<file path="config.mk">
export PLATFORM = sky130hd
export DESIGN_NAME = amu_top
export DESIGN_NICKNAME = d
export VERILOG_FILES = /design/src/rtl/amu_pkg.sv /design/src/rtl/amu_prio_arb.sv /design/src/rtl/amu_link_table.sv /design/src/rtl/amu_word_mem.sv /design/src/rtl/amu_top.sv
export SDC_FILE = /design/constraint.sdc
export NUM_CORES = 2
export LEC_CHECK = 0
export BUFFER_PORTS_ARGS = -buffer_cell sky130_fd_sc_hd__buf_2
export CAP_MARGIN = 15
export CORE_MARGIN = 5
export CORE_UTILIZATION = 52
export DETAILED_ROUTE_END_ITERATION = 7
export HOLD_SLACK_MARGIN = 0.08
export PLACE_DENSITY = 0.69
export SYNTH_ARGS = -nofsm -noshare
export SYNTH_HDL_FRONTEND = slang
export SYNTH_HIERARCHICAL = 1
export SYNTH_SLANG_ARGS = --single-unit
</file>
<file path="constraint.sdc">
create_clock -name clk -period 5.4 [get_ports clk]
set_input_delay 0.81 -clock clk [delete_from_list [all_inputs] [get_ports clk]]
set_output_delay 0.81 -clock clk [all_outputs]
set_load 0.02 [all_outputs]
</file>
<file path="src/rtl/amu_pkg.sv">
package amu_pkg;

  typedef enum logic [1:0] {
    OP_LINK_LD = 2'b00,
    OP_COND_ST = 2'b01,
    OP_SWAP    = 2'b10,
    OP_STORE   = 2'b11
  } amu_op_e;

  // Whether a granted operation modifies memory.
  function automatic logic op_writes(input amu_op_e op, input logic resv_ok);
    return (op == OP_SWAP) || (op == OP_STORE) || ((op == OP_COND_ST) && resv_ok);
  endfunction

  // Status reported back for a granted operation.
  function automatic logic op_status(input amu_op_e op, input logic resv_ok);
    return (op != OP_COND_ST) || resv_ok;
  endfunction

endpackage

</file>
<file path="src/rtl/amu_prio_arb.sv">
module amu_prio_arb #(
  parameter int N  = 4,
  parameter int IW = 2
) (
  input  logic [N-1:0]  req,
  output logic [N-1:0]  gnt,
  output logic [IW-1:0] gnt_id,
  output logic          gnt_any
);
  always_comb begin
    gnt     = '0;
    gnt_id  = '0;
    gnt_any = 1'b0;
    for (int i = 0; i < N; i++) begin
      if (req[i] && !gnt_any) begin
        gnt[i]  = 1'b1;
        gnt_id  = IW'(i);
        gnt_any = 1'b1;
      end
    end
  end
endmodule

</file>
<file path="src/rtl/amu_link_table.sv">
module amu_link_table
  import amu_pkg::*;
#(
  parameter int N  = 4,
  parameter int IW = 2,
  parameter int AW = 6
) (
  input  logic          clk,
  input  logic          rst_n,
  input  logic          upd_en,
  input  logic [IW-1:0] upd_id,
  input  amu_op_e       upd_op,
  input  logic [AW-1:0] upd_addr,
  input  logic          wr_commit,
  output logic [N-1:0]  link_valid,
  output logic          own_hit
);
  logic [N-1:0] addr_hit;
  logic [N-1:0] own_sel;

  genvar g;
  generate
    for (g = 0; g < N; g++) begin : g_link
      logic [AW-1:0] link_addr;
      assign addr_hit[g] = link_valid[g] && (link_addr == upd_addr);
      assign own_sel[g]  = (upd_id == IW'(g));

      always_ff @(posedge clk or negedge rst_n) begin
        if (!rst_n) begin
          link_valid[g] <= 1'b0;
          link_addr     <= '0;
        end else if (upd_en) begin
          if (own_sel[g]) begin
            if (upd_op == OP_LINK_LD) begin
              link_valid[g] <= 1'b1;
              link_addr     <= upd_addr;
            end else if (upd_op == OP_COND_ST) begin
              link_valid[g] <= 1'b0;
            end
          end else if (wr_commit && addr_hit[g]) begin
            link_valid[g] <= 1'b0;
          end
        end
      end
    end
  endgenerate

  assign own_hit = |(addr_hit & own_sel);
endmodule

</file>
<file path="src/rtl/amu_word_mem.sv">
module amu_word_mem #(
  parameter int AW = 6,
  parameter int DW = 32
) (
  input  logic          clk,
  input  logic          we,
  input  logic [AW-1:0] addr,
  input  logic [DW-1:0] wdata,
  output logic [DW-1:0] rdata_old
);
  localparam int DEPTH = 1 << AW;
  logic [DW-1:0] mem [DEPTH];

  assign rdata_old = mem[addr];

  always_ff @(posedge clk) begin
    if (we) mem[addr] <= wdata;
  end
endmodule

</file>
<file path="src/rtl/amu_top.sv">
module amu_top
  import amu_pkg::*;
#(
  parameter int N  = 4,
  parameter int AW = 6,
  parameter int DW = 32,
  localparam int IW = (N > 1) ? $clog2(N) : 1
) (
  input  logic            clk,
  input  logic            rst_n,
  input  logic [N-1:0]    req_valid,
  input  logic [2*N-1:0]  req_op,
  input  logic [AW*N-1:0] req_addr,
  input  logic [DW*N-1:0] req_wdata,
  output logic [N-1:0]    grant,
  output logic            rsp_valid,
  output logic [IW-1:0]   rsp_id,
  output logic [DW-1:0]   rsp_rdata,
  output logic            rsp_status
);
  logic [IW-1:0] gnt_id;
  logic          gnt_any;
  amu_op_e       sel_op;
  logic [AW-1:0] sel_addr;
  logic [DW-1:0] sel_wdata;
  logic          own_hit;
  logic [N-1:0]  link_valid;
  logic [DW-1:0] old_word;
  logic          mem_we;
  logic          sc_pass;
  logic          sc_fail;

  amu_prio_arb #(.N(N), .IW(IW)) arb_i (
    .req(req_valid), .gnt(grant), .gnt_id(gnt_id), .gnt_any(gnt_any)
  );

  always_comb begin
    sel_op    = amu_op_e'(req_op[gnt_id*2 +: 2]);
    sel_addr  = req_addr[gnt_id*AW +: AW];
    sel_wdata = req_wdata[gnt_id*DW +: DW];
  end

  assign mem_we  = gnt_any && op_writes(sel_op, own_hit);
  assign sc_pass = gnt_any && (sel_op == OP_COND_ST) && own_hit;
  assign sc_fail = gnt_any && (sel_op == OP_COND_ST) && !own_hit;

  amu_link_table #(.N(N), .IW(IW), .AW(AW)) links_i (
    .clk(clk), .rst_n(rst_n), .upd_en(gnt_any), .upd_id(gnt_id),
    .upd_op(sel_op), .upd_addr(sel_addr), .wr_commit(mem_we),
    .link_valid(link_valid), .own_hit(own_hit)
  );

  amu_word_mem #(.AW(AW), .DW(DW)) mem_i (
    .clk(clk), .we(mem_we), .addr(sel_addr), .wdata(sel_wdata), .rdata_old(old_word)
  );

  always_ff @(posedge clk or negedge rst_n) begin
    if (!rst_n) begin
      rsp_valid  <= 1'b0;
      rsp_id     <= '0;
      rsp_rdata  <= '0;
      rsp_status <= 1'b0;
    end else begin
      rsp_valid <= gnt_any;
      if (gnt_any) begin
        rsp_id     <= gnt_id;
        rsp_rdata  <= old_word;
        rsp_status <= op_status(sel_op, own_hit);
      end
    end
  end
endmodule

</file>
==> flow_summary.toml <==
[synth]
yosysTopAreaCell = "edfxtp_1"
ys_seq_elements = 2112
synth-simple-area-share = 0.0299
yosysSeqAreaShare = 0.768
synthCells = 4473
synth_cell_types = 66
ys_warn_count = 6
synth_edf_count = 2048
synth_xor_area_frac = 0.00256
syn_nets = 4639
synth_area_leaders = "edfxtp_1 75%, mux4_2 3.6%, mux2i_1 3.2%"
synth_ff_type = "edfxtp_1"
synth_compound_area_frac = 0.0844
synth_top_family_by_area = "multiplexers"
synth_mux_area_frac = 0.0970
netlist_area_sq_um = 82200
synthDominantCellAreaShare = 0.748
synthArstFlopShare = 0.0303
synth_fa_ha_area_frac = 0
synth.avg_cell_area_sq_um = 18.4

[cts]
clk_latency_ns = 0.84
clockRootBuffer = "clkbuf_16"
hold_buffers = 1
cts_tree = "built"
cts_buffers = 205
clock_path_buffers = 3
ctsResizeCount = 0
htree_num_levels = 4
cts_setup_buffers = 0
clk_pin_slew_ns = 0.06
clock-sinks = 2112

[global_route]
groute.usage.overall = 0.268
grt_first_pass_wirelength_mm = 325
grt_antenna_before_repair = 11
grt_overflow = 0
grt_max_degree = 104
first_global_vias = 45930

[critical_path]
path_max_fanout = 30
required_ns = 6.10
end_kind = "register"
critPathTopFamily = "compound AO/OA/AOI/OAI gates"
reg2reg_from = "links_i/g_link[3].link_addr[0]"
crit_start = "req_valid[2]"
arrival_ns = 5.36
critPathLaunchType = "primary input"
cp_common_cell = "buf_4"
path_buf_inv = 5
worst-r2r-setup-slack_ns = 2.15
cpPeakStageDelay_ns = 0.78
cp_cell_sequence = "buf_2, nand2b_4, a21oi_4, mux4_4, buf_12, buf_4, nand2_1, nor2_1, buf_4, a22oi_1, a31oi_1, a2111oi_1, buf_4, nand3_1, mux2_2"
cp_slowest_cell = "a2111oi_1"
critical_path_class = "primary input to register"

[route]
ant_nets = 0
avgRoutedWirePerCell_um = 31.6
drc = 0
via_per_inst = 6.55
vias = 46820
wirelength_mm = 226
drtPass1Iterations = 6
first_iter_violations = 6339

[place]
post-place-ws_ns = 0.00127
port_buffers = 205
gp_congestion = 0.882
dp_hpwl_mm = 139

[layout]
drive_above_1_share = 0.251
nFillCells = 11333
nNetsFinal = 5065
syn_to_final_growth_pct = 15.2

[floorplanning]
die_h_um = 408
design.die.area_sq_um = 166000
start_util = 0.521
io_pins = 206
row_count = 146
die_width_um = 408
fp.coreArea_sq_um = 158000

[sta]
fmax_mhz = 215
slew_violations = 0
hold_viol = 0
tightest_slew_ns = 1.19
finalCritPeriodShare = 0.863
fin_ws_ns = 0.740
slew_headroom = 0.207
rsz0062_at_grt = "false"
clock_skew_ns = 0.0268
tns_ns = 0
timing.final.crit_period_ns = 4.66
setup_viol = 0

[power_and_ir_drop]
power.switching_mw = 9.10
clockPowerShare = 0.373
internal_power_mw = 27.9
p_per_area_nw_per_um2 = 391
combPwrFrac = 0.117
p_leak_nw = 31.3
p_seq_frac = 0.511
p_sw_frac = 0.246
vdd_ir_drop_max_mv = 0.367

[run]
cap_violations = 0

[worst_hold_path]
hp-start = "rsp_id[0]"
hold_path_class = "register to register"

[status]
status = "finished clean"
cell type report:
class | count | area (sq um) | area share
Clock buffer | 273 | 5580 | 0.0589
Timing Repair Buffer | 538 | 4230 | 0.0447
Antenna cell | 3 | 7.51 | 0.0000793
Multi-Input combinational cell | 2038 | 18200 | 0.192
Clock inverter | 110 | 913 | 0.00965
Tap cell | 2072 | 2590 | 0.0274
Inverter | 4 | 22.5 | 0.000238
Sequential cell | 2112 | 63100 | 0.667
placed cells by master, fill, tap and decap left out, types with 36 or more instances in the layout:
| cell type | netlist | layout |
|---|---|---|
| edfxtp_1 | 2048 | 2048 |
| buf_4 | 10 | 277 |
| mux2i_1 | 259 | 259 |
| clkbuf_16 | 0 | 208 |
| mux2_2 | 205 | 205 |
| buf_2 | 92 | 204 |
| a22oi_1 | 188 | 188 |
| a221oi_1 | 175 | 175 |
| mux4_2 | 133 | 133 |
| a21oi_1 | 126 | 125 |
| o22ai_1 | 93 | 93 |
| o21ai_0 | 87 | 87 |
| and3_1 | 85 | 85 |
| nor2_1 | 151 | 83 |
| o22a_1 | 70 | 70 |
| nor2_4 | 0 | 67 |
| a22o_1 | 66 | 66 |
| dfrtp_1 | 64 | 64 |
| nand3_1 | 58 | 57 |
| buf_12 | 5 | 55 |
| clkbuf_1 | 170 | 52 |
| a31oi_1 | 45 | 45 |
| clkinv_2 | 0 | 43 |
| clkinv_1 | 0 | 36 |
| nand2_1 | 38 | 36 |
sequential cells by signal (all words and copies together), names as in the netlist:
register	count
rsp_id	2
links_i/g_link.link_addr	24
links_i/link_valid	4
rsp_valid	1
rsp_status	1
mem_i/mem	2048
rsp_rdata	32
worst register-to-register path: cells and delay by family, from the launching register on:
kind	cells	cell delay [ns]
AOI/OAI and AO/OA	1	0.09
xor gates and xnor gates	1	0.15
buffers and inverters	3	0.79
DFF	1	0.40
and+or+nand+nor	7	1.48
kinds of logic (layout without fill, tap and decap cells):
kind of cell    Yosys count  after routing
compound gates          948            948
xor+xnor                 24             24
buf+inv                 323            925
flops                  2112           2112
mux                     600            600
other cells               0              3
simple gates            466            466
per-stage QoR:
step	instances	power, mW	utilization	area (sq um)	hold slack [ns]
floorplan	4473	21.6	-	82400	0.479
global placement	6762	23.5	0.558	88100	0.488
detailed placement	6763	23.5	0.558	88100	0.490
CTS	7147	37.2	0.600	94600	0.504
global route	7147	38.2	0.600	94600	0.528
finish	7150	37.0	0.600	94600	0.500
power groups by stage:
stage | clock network, mW | registers (mW) | logic [mW]
floorplan | 0 | 19.2 | 2.41
global placement | 0 | 19.2 | 4.21
detailed placement | 0 | 19.3 | 4.28
CTS | 13.9 | 18.9 | 4.30
global route | 14.7 | 18.9 | 4.53
finish | 13.8 | 18.9 | 4.32
path summary, 6_finish.rpt:
| path | endpoint | cells past startpoint |
|---|---|---|
| worst min register to register | rsp_id[0] | 1 |
| min in group asynchronous | rsp_rdata[0] | 2 |
| max in group asynchronous | links_i/g_link[3].link_addr[5] | 3 |
| worst max-delay path | rsp_rdata[26] | 15 |
| worst max register to register | mem_i/mem[51][24] | 12 |
| worst min-delay path | rsp_id[0] | 1 |
metal layers:
metal  track usage  wire length [um]
met2         0.428            109000
met5             0                13
met3        0.0616             24000
met1         0.362             83900
met4         0.102              9650
synth_stat cells (all sizes together), types with 16 or more instances:
library cell,instances
a211oi,17
a22o,66
o21ai,88
clkbuf,171
nand3,58
buf,148
or4,16
a221o,16
a31oi,45
a22oi,188
o22ai,93
o2bb2ai,16
a21oi,127
and3,85
nand2,38
mux2i,259
o22a,70
a221oi,175
a222oi,16
dfrtp,64
edfxtp,2048
nor3,27
nand2b,21
mux2,205
mux4,136
nor2,151
Note: power is estimated with default switching activity, not from simulation.
